$ cat src/rtl/fracpre_pkg.sv
package fracpre_pkg;

    localparam int DATA_W     = 8;
    localparam int INT_W      = 5;
    localparam int FRAC_W     = 3;
    localparam int SEL_W      = 2;
    localparam int EN_BIT     = 7;
    localparam int UNLOCK_BIT = 4;
    localparam logic [DATA_W-1:0] RATIO_RST = 8'h20;

    typedef enum logic [SEL_W-1:0] {
        SEL_CTRL  = 2'd0,
        SEL_RATIO = 2'd1,
        SEL_FEAT  = 2'd2,
        SEL_NONE  = 2'd3
    } sel_e;

    typedef enum logic {
        ST_BYPASS = 1'b0,
        ST_RUN    = 1'b1
    } mode_e;

endpackage

$ cat src/rtl/fracpre_regs.sv
module fracpre_regs
    import fracpre_pkg::*;
#(
    parameter int                DW        = DATA_W,
    parameter int                SW        = SEL_W,
    parameter int                UB        = UNLOCK_BIT,
    parameter logic [DW-1:0]     RST_RATIO = RATIO_RST
) (
    input  logic          clk,
    input  logic          rst_n,
    input  logic          wr_en,
    input  logic [SW-1:0] wr_sel,
    input  logic [DW-1:0] wr_data,
    output logic [DW-1:0] ratio_o,
    output logic          unlock_o,
    output logic          ratio_wr_o
);

    logic [DW-1:0] ratio_q;
    logic          unlock_q;
    logic          feat_wr;

    always_comb begin
        ratio_wr_o = wr_en && (wr_sel == SEL_RATIO);
        feat_wr    = wr_en && (wr_sel == SEL_FEAT);
    end

    always_ff @(posedge clk or negedge rst_n) begin
        if (!rst_n) begin
            ratio_q  <= RST_RATIO;
            unlock_q <= 1'b0;
        end else begin
            if (ratio_wr_o) ratio_q  <= wr_data;
            if (feat_wr)    unlock_q <= wr_data[UB];
        end
    end

    assign ratio_o  = ratio_q;
    assign unlock_o = unlock_q;

    // a ratio write lands in the register on the next edge
    p_ratio_store_r8: assert property (@(posedge clk) disable iff (!rst_n)
        (wr_en && wr_sel == SEL_RATIO) |=> (ratio_o == $past(wr_data)));

    // select value 3 touches nothing
    p_none_sel_r8: assert property (@(posedge clk) disable iff (!rst_n)
        (wr_en && wr_sel == SEL_NONE) |=> ($stable(ratio_o) && $stable(unlock_o)));

endmodule

$ cat src/rtl/fracpre_target.sv
module fracpre_target
    import fracpre_pkg::*;
#(
    parameter int IW = INT_W,
    parameter int FW = FRAC_W,
    localparam int AW = IW + FW
) (
    input  logic [AW-1:0] ratio_i,
    output logic [AW-1:0] target_o
);

    logic [IW-1:0] int_part;
    logic [FW-1:0] frac_part;
    logic [IW-1:0] int_eff;

    always_comb begin
        int_part  = ratio_i[AW-1:FW];
        frac_part = ratio_i[FW-1:0];
        // zero integer part is promoted to one
        int_eff   = (int_part == '0) ? IW'(1) : int_part;
        target_o  = {int_eff, frac_part};
    end

endmodule

$ cat src/rtl/fracpre_accum.sv
module fracpre_accum
    import fracpre_pkg::*;
#(
    parameter int FW = FRAC_W,
    parameter int AW = INT_W + FRAC_W,
    localparam int SUMW = AW + 1,
    localparam logic [SUMW-1:0] STEP = SUMW'(1) << FW
) (
    input  logic          clk,
    input  logic          rst_n,
    input  logic          run_i,
    input  logic          clear_i,
    input  logic [AW-1:0] target_i,
    output logic          tick_o
);

    logic [AW-1:0]   acc_q;
    logic            tick_q;
    logic [SUMW-1:0] sum;
    logic [SUMW-1:0] tgt_ext;
    logic            wrap;
    logic [SUMW-1:0] rem;

    always_comb begin
        tgt_ext = {1'b0, target_i};
        sum     = {1'b0, acc_q} + STEP;
        wrap    = (sum >= tgt_ext);
        rem     = sum - tgt_ext;
    end

    always_ff @(posedge clk or negedge rst_n) begin
        if (!rst_n) begin
            acc_q  <= '0;
            tick_q <= 1'b0;
        end else if (!run_i) begin
            acc_q  <= '0;
            tick_q <= 1'b1;
        end else if (clear_i) begin
            acc_q  <= '0;
            tick_q <= 1'b0;
        end else if (wrap) begin
            acc_q  <= rem[AW-1:0];
            tick_q <= 1'b1;
        end else begin
            acc_q  <= sum[AW-1:0];
            tick_q <= 1'b0;
        end
    end

    assign tick_o = tick_q;

    // bypass yields a pulse on the following cycle
    p_bypass_tick_r3: assert property (@(posedge clk) disable iff (!rst_n)
        !run_i |=> tick_o);

    // ratio write while running drops the pulse and zeroes the phase
    p_clear_phase_r7: assert property (@(posedge clk) disable iff (!rst_n)
        (run_i && clear_i) |=> (!tick_o && acc_q == '0));

    // phase always stays below the target while running
    p_acc_bound_r2: assert property (@(posedge clk) disable iff (!rst_n)
        run_i |-> (acc_q < target_i));

    // ratios of two or more never pulse on adjacent cycles
    p_no_double_r4: assert property (@(posedge clk) disable iff (!rst_n)
        (run_i && tick_q && !clear_i && target_i >= AW'(2*STEP)) |=> !tick_o);

endmodule

$ cat src/rtl/fracpre_top.sv
module fracpre_top
    import fracpre_pkg::*;
(
    input  logic              clk,
    input  logic              rst_n,
    input  logic              wr_en,
    input  logic [SEL_W-1:0]  wr_sel,
    input  logic [DATA_W-1:0] wr_data,
    output logic              tick_o
);

    localparam int AW = INT_W + FRAC_W;

    mode_e             state_q;
    mode_e             state_d;
    logic [DATA_W-1:0] ratio;
    logic              unlock;
    logic              ratio_wr;
    logic [AW-1:0]     target;
    logic              run;
    logic              ctrl_wr_ok;

    fracpre_regs #(
        .DW        (DATA_W),
        .SW        (SEL_W),
        .UB        (UNLOCK_BIT),
        .RST_RATIO (RATIO_RST)
    ) regs_i (
        .clk        (clk),
        .rst_n      (rst_n),
        .wr_en      (wr_en),
        .wr_sel     (wr_sel),
        .wr_data    (wr_data),
        .ratio_o    (ratio),
        .unlock_o   (unlock),
        .ratio_wr_o (ratio_wr)
    );

    fracpre_target #(
        .IW (INT_W),
        .FW (FRAC_W)
    ) target_i (
        .ratio_i  (ratio[AW-1:0]),
        .target_o (target)
    );

    // Next state: T_ENABLE / T_DISABLE only through an unlocked control write
    always_comb begin
        ctrl_wr_ok = wr_en && (wr_sel == SEL_CTRL) && unlock;
        state_d    = state_q;
        if (ctrl_wr_ok) begin
            state_d = wr_data[EN_BIT] ? ST_RUN : ST_BYPASS;
        end
    end

    // State register
    always_ff @(posedge clk or negedge rst_n) begin
        if (!rst_n) state_q <= ST_BYPASS;
        else        state_q <= state_d;
    end

    // Outputs of the state machine
    always_comb begin
        unique case (state_q)
            ST_BYPASS: run = 1'b0;
            ST_RUN:    run = 1'b1;
            default:   run = 1'b0;
        endcase
    end

    fracpre_accum #(
        .FW (FRAC_W),
        .AW (AW)
    ) accum_i (
        .clk      (clk),
        .rst_n    (rst_n),
        .run_i    (run),
        .clear_i  (ratio_wr),
        .target_i (target),
        .tick_o   (tick_o)
    );

    // a locked control write leaves the mode alone
    p_locked_ctrl_r6: assert property (@(posedge clk) disable iff (!rst_n)
        (wr_en && wr_sel == SEL_CTRL && !unlock) |=> $stable(state_q));

    // enabling from bypass still pulses on the enabling edge
    p_enable_edge_r10: assert property (@(posedge clk) disable iff (!rst_n)
        (state_q == ST_BYPASS && state_d == ST_RUN) |=> tick_o);

endmodule

$ cat config.mk
export PLATFORM = sky130hd
export DESIGN_NAME = fracpre_top
export DESIGN_NICKNAME = d
export VERILOG_FILES = /design/src/rtl/fracpre_pkg.sv /design/src/rtl/fracpre_regs.sv /design/src/rtl/fracpre_target.sv /design/src/rtl/fracpre_accum.sv /design/src/rtl/fracpre_top.sv
export SDC_FILE = /design/constraint.sdc
export NUM_CORES = 1
export LEC_CHECK = 0
export ABC_AREA = 1
export BUFFER_PORTS_ARGS = -buffer_cell sky130_fd_sc_hd__buf_4
export CORE_MARGIN = 2
export CORE_UTILIZATION = 39
export DETAILED_ROUTE_END_ITERATION = 12
export PLACE_DENSITY_LB_ADDON = 0.12
export SLEW_MARGIN = 25
export SYNTH_ARGS = -nofsm -noshare
export SYNTH_HDL_FRONTEND = slang
export SYNTH_SLANG_ARGS = --single-unit
$ cat constraint.sdc
create_clock -name clk -period 2.6 [get_ports clk]
set_input_delay 0 -clock clk [delete_from_list [all_inputs] [get_ports clk]]
set_output_delay 0 -clock clk [all_outputs]
set_load 0.1 [all_outputs]
# Word level (Yosys, flattened, before mapping)
# Index checks and enable logic that the tools add are counted.
[op_classes]
n_addsub = 2
n_lt_le_gt_ge = 1
eq_ne = 2
mux = 9
bitwise_logic = 1
n_reduce_logical = 6
[op_table]
columns = ["op", "count"]
rows = [
  ["$mux 8", 3],
  ["$add 8x4->9 const B", 1],
  ["$ge 9x8->1", 1],
  ["$sub 8x8->8", 1],
  ["$logic_not 5->1", 1],
  ["$mux 5", 1],
  ["$logic_and 1x1->1", 4],
  ["$mux 1", 4],
  ["$eq 2x1->1 const B", 1],
  ["$eq 2x2->1 const B", 1],
  ["$logic_not 2->1", 1],
  ["$pmux 1 s2", 1],
  ["$not 1->1", 1],
]
[word_totals]
register_bits = 19
inputBits = 13
output_inout_bits = 1
elab_cells = 26

# Logic depth before layout (Yosys ltp)
[depth]
ltp_word = 6
ltp_mapped = 14
depth_no_buf = 14

# Modules after synthesis
# From an unflattened synthesis, not the netlist that was laid out.
[unflattened]
hier_cells = 213
area_unflattened_um2 = 1517.7
[by_module_without_submodules]
columns = ["module", "n_inst", "cells_each", "area_per_inst_um2", "seq_area_each_um2"]
rows = [
  ["fracpre_accum", 1, 150, 998.5, 225.2],
  ["fracpre_regs", 1, 43, 407.9, 226.5],
  ["fracpre_target", 1, 12, 56.3, 0.0],
  ["fracpre_top", 1, 8, 55.1, 25.0],
]

# Least setup slack after synthesis
# OpenSTA, ideal clock, no wires.
[synth_timing]
path_type = "register -> register"
start = "register accum_i.acc_q[3]"
end = "register accum_i.acc_q[3]"
setup_time_ns = 0.113
arrival_ns = 1.828
required_ns = 2.487
path_slack_ns = 0.659
path_stages_with_launch = 12
path_buffers = 0
synth_period_minus_slack_ns = 1.941
cell_sequence = "dfrtp_1 ha_1 xor2_1 ha_1 nand2_1 nor2_1 a21oi_2 nand2_4 a21boi_4 nand2_1 nand2_1 inv_1"
[synth_via]
elab_chain_len = 5
elab_cells_between_ends = 6
classes_between = "add/sub (2); order compare (1); mux (3)"
[synth_rtl]
columns = ["item", "line_no", "text"]
rows = [
  ["from (decl)", "fracpre_accum.sv:17", "logic [AW-1:0] acc_q;"],
  ["from (signal assigned)", "fracpre_accum.sv:42", "acc_q <= rem[AW-1:0];"],
  ["from (signal assigned)", "fracpre_accum.sv:45", "acc_q <= sum[AW-1:0];"],
  ["$add 8x4->9 *", "fracpre_accum.sv:26", "sum = {1'b0, acc_q} + STEP;"],
  ["$sub 8x8->8 / $ge 9x8->1 (equally long branches)", "fracpre_accum.sv:28, fracpre_accum.sv:27", ""],
  ["$mux 8 *", "fracpre_accum.sv:41", "end else if (wrap) begin"],
  ["$mux 8 *", "fracpre_accum.sv:38", "end else if (clear_i) begin"],
  ["$mux 8 *", "fracpre_accum.sv:35", "end else if (!run_i) begin"],
]
# Mark *: on every way between the ends. The rest lies on a longest branch, timed or not.
# A chain may end at the register's enable or synchronous reset.

# Final worst setup path
[layout_timing]
start = "register accum_i.acc_q[3]"
end = "register accum_i.acc_q[4]"
# Same word-level chain as after synthesis.

==> results_dict.tcl <==
set metrics [dict create \
    r2r_end "accum_i.acc_q[4]$_DFF_PN0_" \
    hold_path_end "state_q$_DFFE_PN0P_" \
    rr_startpoint "accum_i.acc_q[3]$_DFF_PN0_" \
    synthArstFlopShare_pct 100 \
    p_leak_nw 0.846 \
    antenna_found_initial 0 \
    die_h_um 61.5 \
    cts_resized 0 \
    stdcell_count 230 \
    viasPerCell 4.71 \
    skew_ns 0.00836 \
    drt_wl_total_um 2630 \
    syn_area_sq_um 1290 \
    worst-slew-pin-transition_ns 0.511 \
    syn_to_final_growth_pct 21.2 \
    r2r_slack_ns 0.43 \
    cts_root_buf "clkbuf_4" \
    critPathLaunchType "flip-flop" \
    die-area_sq_um 3780 \
    drc 0 \
    diodes 0 \
    gr-total-overflow 0 \
    ant_nets 0 \
    num_vias 1083 \
    crit_fanout 6 \
    ys.flop_type "dfrtp_1" \
    crit_path_end_kind "flip-flop" \
    max_freq_mhz 462 \
    outcome "finished, final reports clean" \
    syn_inst 160 \
    wl_per_cell_um 11.4 \
    required_ns 2.81 \
    ctsHtreeMaxLevel 1 \
    hold_class "primary input to flip-flop" \
    drt-pass1-iter-count 4 \
    arrival_ns 2.37 \
    synth_edf_count 0 \
    cts_buffers 3 \
    holdPathStages 3 \
    ys_ff_latch 19 \
    setup_violations 0 \
    grt_pass1_vias 1056 \
    yosys_warnings 0 \
    synth_cell_types 30 \
    gp_congestion 0.916 \
    hold_buffers 11 \
    final_nets 210 \
    irDropWorstVdd_uv 398 \
    post_cts_buffers 0 \
    clock_path_buffers 2 \
    synth_area_leaders "dfrtp_1, nand2_1, ha_1, inv_1, nand3_1" \
    slew-limit-headroom_pct 65.9 \
    boundaryPins 14 \
    final_common_cell "nand2_1" \
    core_area_sq_um 3100 \
    fp.dieW_um 61.5 \
    start_util_pct 41.6 \
    syn-num-nets 183 \
    hpwl_um 2110 \
    yosysSeqAreaShare_pct 37.0 \
    tns_ns 0 \
    io_buffers 13 \
    clk_pin_slew_ns 0.10 \
    period_share_pct 83.3 \
    drive_above_1_share_pct 17.7 \
    min_period_ns 2.17 \
    grt_max_degree 20 \
    row_count 20 \
    min_from "wr_en" \
    cap_violations 0 \
    grtUsageTotal_pct 16.1 \
    drt_iter0_drc 41 \
    p_per_area_nw_per_um2 903 \
    netlist.area_leader.share_pct 34.9 \
    hold_violations 0 \
    cts_tree "done" \
    slew_viol_final 0 \
    synth_area_leader_cell "dfrtp_1" \
    rsz0062_at_grt "no" \
    mostFrequentLayoutCells "nand2_1, inv_1, dfrtp_1" \
    dpl.cell_count 215 \
    final_util_pct 50.4 \
    reg2reg_depth 11 \
    insertion_delay_ns 0.30 \
    syn_avg_cell_area_sq_um 8.06 \
    grt_pass1_wl_um 4460 \
    clock_sinks 19 \
    crit_type "flip-flop to flip-flop" \
]
[final cells by class]
type / instances / area, sq um
fill: 323 / 1540
multi-input combinational: 111 / 693
sequential: 19 / 477
timing repair buffer: 24 / 208
inverter: 28 / 105
tap: 44 / 55.1
clock buffer: 4 / 26.3
[stage by stage]
step | power [mW] | setup slack (ns) | hold slack [ns] | cell area, sq um
after detailed placement | 1.26 | 0.448 | -0.109 | 1430
final | 1.41 | 0.434 | 0.0270 | 1560
after global routing | 1.55 | 0.266 | 0.0570 | 1560
after floorplan | 1.09 | 0.659 | -0.296 | 1290
after CTS | 1.43 | 0.419 | 0.0205 | 1560
after global placement | 1.25 | 0.448 | -0.116 | 1430
[report_power, final]
part           internal, mW  switching, mW  total, mW
Combinational         0.322          0.543      0.865
Sequential            0.363         0.0388      0.402
Clock                0.0598         0.0862      0.146
[metal layers]
| layer | wire length [um] | vias up | track usage, % |
|---|---|---|---|
| met4 | 57 | 0 | 6.08 |
| met5 | 0 | - | 0 |
| met3 | 89 | 6 | 3.78 |
| li1 | - | 560 | - |
| met2 | 1320 | 20 | 27.8 |
| met1 | 1160 | 497 | 19.2 |
[Yosys cell counts, types with 3 or more instances]
cell      n
a21oi_1   3
dfrtp_1  18
ha_1      9
inv_1    24
nand2_1  40
nand2_4   4
nand3_1  15
nand3_2   3
nor2_1    4
o21ai_0   9
o21ai_1   3
xor2_1    4
[logic make-up after synthesis]
kind of cell / share of synthesized area (%)
compound gates: 9.80
simple gates: 30.3
fa+ha+maj: 10.3
flops: 37.0
xor+xnor: 3.39
buf+inv: 9.31
[sequential cells by signal (all words and copies together) (netlist names)]
signal and count:
accum_i.acc_q 8, accum_i.tick_o 1, regs_i.ratio_o 8, regs_i.unlock_o 1
state_q 1
[critical path, stage by stage (launching register included)]
cell and delay, ns:
dfrtp_1 0.44, ha_1 0.24, xor2_1 0.24, ha_1 0.33
nand2_1 0.11, nor2_1 0.06, a21oi_2 0.17, nand2_4 0.09
a21boi_4 0.21, nand2_1 0.07, nand2_1 0.07, inv_1 0.04
[how the worst max path moves through the flow]
stage,start,end,cells past startpoint
6_report,accum_i.acc_q[3]$_DFF_PN0_,accum_i.acc_q[4]$_DFF_PN0_,11
5_1_grt,accum_i.acc_q[3]$_DFF_PN0_,accum_i.acc_q[4]$_DFF_PN0_,12
4_1_cts,accum_i.acc_q[3]$_DFF_PN0_,accum_i.acc_q[4]$_DFF_PN0_,11
3_5_place_dp,accum_i.acc_q[3]$_DFF_PN0_,accum_i.acc_q[4]$_DFF_PN0_,11
3_3_place_gp,accum_i.acc_q[3]$_DFF_PN0_,accum_i.acc_q[4]$_DFF_PN0_,11
2_1_floorplan,accum_i.acc_q[3]$_DFF_PN0_,accum_i.acc_q[3]$_DFF_PN0_,11
(Power assumes the default switching activity.)
